$ cat config.mk
export PLATFORM = sky130hd
export DESIGN_NAME = freq_slew_limiter
export DESIGN_NICKNAME = d
export VERILOG_FILES = /design/src/rtl/fsl_pkg.sv /design/src/rtl/fsl_delta.sv /design/src/rtl/fsl_stepper.sv /design/src/rtl/fsl_state.sv /design/src/rtl/freq_slew_limiter.sv
export SDC_FILE = /design/constraint.sdc
export NUM_CORES = 1
export LEC_CHECK = 0
export ABC_AREA = 1
export CAP_MARGIN = 10
export CELL_PAD_IN_SITES_DETAIL_PLACEMENT = 0
export CELL_PAD_IN_SITES_GLOBAL_PLACEMENT = 1
export CORE_MARGIN = 3
export CORE_UTILIZATION = 44
export CTS_CLUSTER_SIZE = 24
export DETAILED_ROUTE_END_ITERATION = 8
export GPL_TIMING_DRIVEN = 0
export HOLD_SLACK_MARGIN = 0.03
export PLACE_DENSITY_LB_ADDON = 0.1
export SLEW_MARGIN = 0
export SYNTH_ARGS = -nofsm -noshare
export SYNTH_HDL_FRONTEND = slang
export SYNTH_SLANG_ARGS = --single-unit
$ cat constraint.sdc
create_clock -name clk -period 7.95 [get_ports clk]
set_input_delay 0.795 -clock clk [delete_from_list [all_inputs] [get_ports clk]]
set_output_delay 0.795 -clock clk [all_outputs]
set_load 0.005 [all_outputs]
$ cat src/rtl/fsl_pkg.sv
package fsl_pkg;
   typedef enum logic [1:0] {
      UPD_HOLD   = 2'd0,
      UPD_LIMIT  = 2'd1,
      UPD_DIRECT = 2'd2
   } upd_kind_t;
endpackage

$ cat src/rtl/fsl_delta.sv
module fsl_delta #(
   parameter int WORD_W = 32
) (
   input  logic signed [WORD_W-1:0] tgt,
   input  logic signed [WORD_W-1:0] cur,
   output logic signed [WORD_W:0]   diff,
   output logic        [WORD_W:0]   mag,
   output logic                     dir_neg
);
   localparam int DW = WORD_W + 1;

   logic signed [DW-1:0] tgt_x, cur_x;

   always_comb begin
      tgt_x   = {tgt[WORD_W-1], tgt};
      cur_x   = {cur[WORD_W-1], cur};
      diff    = tgt_x - cur_x;
      dir_neg = diff[DW-1];
      mag     = dir_neg ? DW'(-diff) : DW'(diff);
   end
endmodule

$ cat src/rtl/fsl_stepper.sv
module fsl_stepper
   import fsl_pkg::*;
#(
   parameter int WORD_W      = 32,
   parameter int STEP_W      = 24,
   parameter bit CLAMP_GUARD = 1'b1
) (
   input  logic signed [WORD_W-1:0] cur,
   input  logic signed [WORD_W-1:0] tgt,
   input  logic        [WORD_W:0]   mag,
   input  logic                     dir_neg,
   input  logic        [STEP_W-1:0] step,
   input  upd_kind_t                kind,
   output logic signed [WORD_W-1:0] nxt
);
   localparam int DW = WORD_W + 1;
   localparam int EW = WORD_W + 2;
   localparam logic signed [EW-1:0] MAXV = {3'b000, {(WORD_W-1){1'b1}}};
   localparam logic signed [EW-1:0] MINV = {3'b111, {(WORD_W-1){1'b0}}};

   logic        [DW-1:0]     step_d;
   logic signed [EW-1:0]     step_e, cur_e, sum_e;
   logic signed [WORD_W-1:0] stepped;
   logic                     beyond;

   always_comb begin
      step_d = {{(DW-STEP_W){1'b0}}, step};
      step_e = {{(EW-STEP_W){1'b0}}, step};
      cur_e  = {{2{cur[WORD_W-1]}}, cur};
      sum_e  = dir_neg ? (cur_e - step_e) : (cur_e + step_e);
      beyond = mag > step_d;
   end

   generate
      if (CLAMP_GUARD) begin : g_clamp
         always_comb begin
            if (sum_e > MAXV)      stepped = MAXV[WORD_W-1:0];
            else if (sum_e < MINV) stepped = MINV[WORD_W-1:0];
            else                   stepped = sum_e[WORD_W-1:0];
         end
      end else begin : g_trunc
         always_comb stepped = sum_e[WORD_W-1:0];
      end
   endgenerate

   always_comb begin
      unique case (kind)
         UPD_LIMIT:  nxt = beyond ? stepped : tgt;
         UPD_DIRECT: nxt = tgt;
         default:    nxt = cur;
      endcase
   end
endmodule

$ cat src/rtl/fsl_state.sv
module fsl_state #(
   parameter int WORD_W = 32,
   parameter logic signed [WORD_W-1:0] RESET_VAL = '0
) (
   input  logic                     clk,
   input  logic                     rst_n,
   input  logic                     upd,
   input  logic signed [WORD_W-1:0] nxt,
   input  logic signed [WORD_W-1:0] tgt,
   output logic signed [WORD_W-1:0] word_q,
   output logic                     ramp_q
);
   always_ff @(posedge clk or negedge rst_n) begin
      if (!rst_n) begin
         word_q <= RESET_VAL;
         ramp_q <= 1'b0;
      end else if (upd) begin
         word_q <= nxt;
         ramp_q <= (nxt != tgt);
      end
   end

   p_hold_r6: assert property (@(posedge clk) disable iff (!rst_n)
      !upd |=> ($stable(word_q) && $stable(ramp_q)));
endmodule

$ cat src/rtl/freq_slew_limiter.sv
module freq_slew_limiter
   import fsl_pkg::*;
#(
   parameter int WORD_W      = 32,
   parameter int STEP_W      = 24,
   parameter bit CLAMP_GUARD = 1'b1
) (
   input  logic                     clk,
   input  logic                     rst_n,
   input  logic signed [WORD_W-1:0] tgt_word,
   input  logic                     tick,
   input  logic        [STEP_W-1:0] max_step,
   input  logic                     en,
   input  logic                     slave,
   output logic signed [WORD_W-1:0] out_word,
   output logic                     ramping
);
   localparam int DW = WORD_W + 1;

   generate
      if (WORD_W < 4) begin : g_bad_word
         $error("freq_slew_limiter: WORD_W must be at least 4");
      end
      if (STEP_W < 1 || STEP_W > WORD_W) begin : g_bad_step
         $error("freq_slew_limiter: STEP_W must lie in 1..WORD_W");
      end
   endgenerate

   logic signed [DW-1:0]     diff;
   logic        [DW-1:0]     mag;
   logic                     dir_neg;
   logic signed [WORD_W-1:0] nxt;
   logic                     upd;
   upd_kind_t                kind;

   always_comb begin
      upd = en && (tick || slave);
      if (!upd)                         kind = UPD_HOLD;
      else if (slave || max_step == '0) kind = UPD_DIRECT;
      else                              kind = UPD_LIMIT;
   end

   fsl_delta #(.WORD_W(WORD_W)) u_delta (
      .tgt(tgt_word), .cur(out_word), .diff(diff), .mag(mag), .dir_neg(dir_neg)
   );

   fsl_stepper #(.WORD_W(WORD_W), .STEP_W(STEP_W), .CLAMP_GUARD(CLAMP_GUARD)) u_step (
      .cur(out_word), .tgt(tgt_word), .mag(mag), .dir_neg(dir_neg),
      .step(max_step), .kind(kind), .nxt(nxt)
   );

   fsl_state #(.WORD_W(WORD_W), .RESET_VAL('0)) u_state (
      .clk(clk), .rst_n(rst_n), .upd(upd), .nxt(nxt), .tgt(tgt_word),
      .word_q(out_word), .ramp_q(ramping)
   );

   // Assertion support: previous-cycle snapshot of the update inputs
   logic signed [WORD_W-1:0] a_out_p, a_tgt_p;
   logic        [STEP_W-1:0] a_step_p;
   logic                     a_lim_p;
   logic signed [DW-1:0]     a_move;
   logic        [DW-1:0]     a_move_mag;

   always_ff @(posedge clk or negedge rst_n) begin
      if (!rst_n) begin
         a_out_p  <= '0;
         a_tgt_p  <= '0;
         a_step_p <= '0;
         a_lim_p  <= 1'b0;
      end else begin
         a_out_p  <= out_word;
         a_tgt_p  <= tgt_word;
         a_step_p <= max_step;
         a_lim_p  <= en && tick && !slave && (max_step != '0);
      end
   end

   always_comb begin
      a_move     = {out_word[WORD_W-1], out_word} - {a_out_p[WORD_W-1], a_out_p};
      a_move_mag = a_move[DW-1] ? DW'(-a_move) : DW'(a_move);
   end

   always_comb begin
      if (!rst_n) begin
         p_reset_r1: assert (out_word == '0 && ramping == 1'b0);
      end
   end

   p_step_bound_r2: assert property (@(posedge clk) disable iff (!rst_n)
      a_lim_p |-> (a_move_mag <= {{(DW-STEP_W){1'b0}}, a_step_p}));

   p_zero_step_r4: assert property (@(posedge clk) disable iff (!rst_n)
      (en && tick && max_step == '0) |=> (out_word == $past(tgt_word)));

   p_slave_follow_r5: assert property (@(posedge clk) disable iff (!rst_n)
      (en && slave) |=> (out_word == $past(tgt_word)));

   p_ramp_flag_r7: assert property (@(posedge clk) disable iff (!rst_n)
      (en && (tick || slave)) |=> (ramping == (out_word != $past(tgt_word))));

   p_no_overshoot_r8: assert property (@(posedge clk) disable iff (!rst_n)
      a_lim_p |-> ((a_tgt_p >= a_out_p) ? (out_word >= a_out_p && out_word <= a_tgt_p)
                                        : (out_word <= a_out_p && out_word >= a_tgt_p)));
endmodule

==> metrics.md, run 1 <==
| Metric | Value |
|---|---|
| Placed Cells | 2094 |
| Final period utilization | 0.942 |
| RSZ-0062 raised after global routing | no |
| Setup CP Type | in -> reg |
| Synth Area in Simple Gates | 0.456 |
| Worst path buffer plus inverter count | 8 |
| I/O pin cnt | 94 |
| Worst slew pin tran | 939 ps |
| Setup violators final | 0 |
| Finished Core Util | 0.525 |
| HPWL after detailed placement | 32.3 mm |
| First-pass GRT wire length | approximately 57 mm |
| Critical path endpoint category | register |
| Yosys reg bits | 33 |
| Non-Filler Instances | 2100 |
| Crit path top cell by count | nand2_1 |
| Root Buffer | clkbuf_16 |
| NumNets Final | about 2000 |
| Max cap viols | 0 |
| Routed WL | 37.5 mm |
| Syn_nets | approximately 1900 |
| Final hold violation count | 0 |
| Routed met1 length | 16.9 mm |
| Core Area | approximately 20000 sq um |
| Rel. slew slack | 0.370 |
| Reg clk slew, reported paths | 50 ps |
| Initial DRC Count | 851 |
| Top delay family on crit path | simple AND/OR/NAND/NOR gates |
| Slowest cell delay on critical path | between 500 and 600 ps |
| Post-synthesis compound-gate area fraction | 0.123 |
| Yosys cell types | 46 |
| Clk_skew | a little under 7 ps |
| Number of vias per cell | 5.33 |
| GPL Wtd Cong | 0.969 |
| Synth Area in XOR/XNOR | 0.0730 |
| Post-route ant nets | 0 |
| Post-synthesis adder-cell area fraction | 0.125 |
| Commonest non-fill, non-tap cell in the layout | nand2_1 |
| HP Class | reg -> reg |
| Vias | 11191 |
| # diodes | 0 |
| CTS H-Tree Depth | 2 |
| Most frequent cells in the layout | nand2_1, inv_1, nand3_1 |
| Area contributors post-synth | nand2_1, ha_1, inv_1, dfrtp_1, nand3_1 |
| Area Overhead vs Synth | 15.3% |
| Fmax | 133 MHz |
| Longest Clk Path Bufs | 2 |
| Initial Utilization | 0.455 |
| Post-Syn Area | between 9000 and 10000 sq um |
| Post-Syn Area per Cell | 5.41 sq um |
| Port bufs | 93 |
| Gr ovfl total | 0 |
| Initial antenna violation count | 0 |
| Clock Latency Late Sink | 280 ps |
| Height of the die | 152 um |
| Yosys Warn Count | 0 |
| Drt drc | 0 |
| Met3 WL | 2.56 mm |
| Overall Global Routing Usage | 0.310 |
| Largest net degree at the start of global routing | 34 |
| Die ar. | around 23000 sq um |
| Post-Syn Instances | 1731 |
| Seq/Total Area, Yosys | 0.0882 |
| Die width | around 150 um |
| Max FO, Critical Path | 10 |
| Yosys top cell area share | 0.232 |
| Mux contribution to synthesized area | 0 |
| Largest family of logic cells by synthesized area | simple AND/OR/NAND/NOR gates |
| Critical Path Start Type | primary input |
| CP max stage cell | clkdlybuf4s50_1 |
| Top Layer Used | met4 |
| Share of layout cells above drive strength 1 | 0.0656 |
| CP required | 8120 ps |
| Min Tclk post-route | ~7500 ps |
| Vias in the first global route | 10352 |
| Number of detailed-route iterations in the first pass | 6 |
| WP data arrival | around 7700 ps |
| WL per Instance | 17.8 um |
| Met2 WL | 16.7 mm |
| Number of CTS-inserted buffers | 5 |
| Synth area leader | nand2_1 |
| Final hold slack | 577 ps |
| Site Rows | 52 |
| Status | finished, final reports clean |
| Slew Limit Fails | 0 |
| CTS tree | yes |
| Clk sinks | 33 |
synth_stat cells (all sizes together):
library cell,number
nor2,174
xnor2,16
o31ai,1
o311ai,2
nor3,15
and2,2
dfrtp,33
clkinv,6
nor4,3
xor2,62
o21bai,7
inv,292
o21a,3
o211ai,9
a22oi,9
and3,2
buf,15
nand2,595
clkbuf,14
a211oi,2
or2,4
a31oi,3
fa,2
nand3,167
nand4,32
o21ai,59
a21oi,95
a21boi,1
a21o,4
nand3b,6
ha,90
o22ai,6
worst register-to-register path, delay by kind of cell, from the launching register on:
kind | cells | cell delay [ps]
fa+ha+maj | 3 | 1010
xor+xnor | 3 | 680
simple gates | 25 | 3150
compound gates | 2 | 280
buf+inv | 6 | 1190
flops | 1 | 420
final timing paths:
| path | depth (start not counted) | endpoint | startpoint | slack, ps |
|---|---|---|---|---|
| worst min-delay path | 2 | u_state.ramp_q$_DFFE_PN0P_ | u_state.ramp_q$_DFFE_PN0P_ | 580 |
| max in group asynchronous | 1 | u_state.word_q[26]$_DFFE_PN0P_ | rst_n | 6770 |
| worst max-delay path | 42 | u_state.ramp_q$_DFFE_PN0P_ | tgt_word[0] | 460 |
| worst max register to register | 39 | u_state.ramp_q$_DFFE_PN0P_ | u_state.word_q[0]$_DFFE_PN0P_ | 1140 |
| min in group asynchronous | 1 | u_state.word_q[6]$_DFFE_PN0P_ | rst_n | 630 |
| worst min register to register | 2 | u_state.ramp_q$_DFFE_PN0P_ | u_state.ramp_q$_DFFE_PN0P_ | 580 |
kinds of logic after synthesis:
group           Yosys count
simple gates           1000
xor+xnor                 78
buf+inv                 327
compound gates          201
fa+ha+maj                92
flops                    33
state kept, by name, summed over array words and instances (netlist names):
name / count
u_state.word_q: 32
u_state.ramp_q: 1
metal layers:
| layer | vias up | GRT usage |
|---|---|---|
| met3 | 57 | 0.0387 |
| li1 | 5709 | - |
| met5 | - | 0 |
| met1 | 5016 | 0.424 |
| met4 | 0 | 0.111 |
| met2 | 409 | 0.501 |
layout make-up:
class,count,area (sq um)
Timing Repair Buffer,93,926
Clock buffer,7,143
Sequential cell,33,826
Multi-Input combinational cell,1371,7290
Inverter,298,1120
Fill cell,2286,9760
Buffer,28,158
Tap cell,270,338
through the flow:
step           TNS (ps)  area [sq um]  worst slack [ps]
2_1_floorplan         0          9360              1950
3_3_place_gp       -776         10600              -776
3_5_place_dp       -796         10600              -796
4_1_cts               0         10800              28.4
5_1_grt               0         10800              9.99
6_report              0         10800               458
timing repair:
item | CTS | global route
hold endpoints to repair | 0 | 0
pin swaps | 0 | 1
buffers inserted | 0 | 0
gates resized for setup | 2 | 19
hold buffers | 0 | 0
setup endpoints to repair | 1 | 1
Power of run 1 is left out: the tool's default activity adds up to more than one toggle a clock period on the data nets, which glitch-free logic cannot reach.
==> run 2, diff against run 1 <==
--- a/config.mk
+++ b/config.mk
@@ -20,3 +20,4 @@
 export SYNTH_ARGS = -nofsm -noshare
 export SYNTH_HDL_FRONTEND = slang
 export SYNTH_SLANG_ARGS = --single-unit
+export TNS_END_PERCENT = 5
==> results of run 2 <==
Same layout as run 1: the final DEF is identical, and so are final timing and power.
Power of run 2 is left out for the same reason.
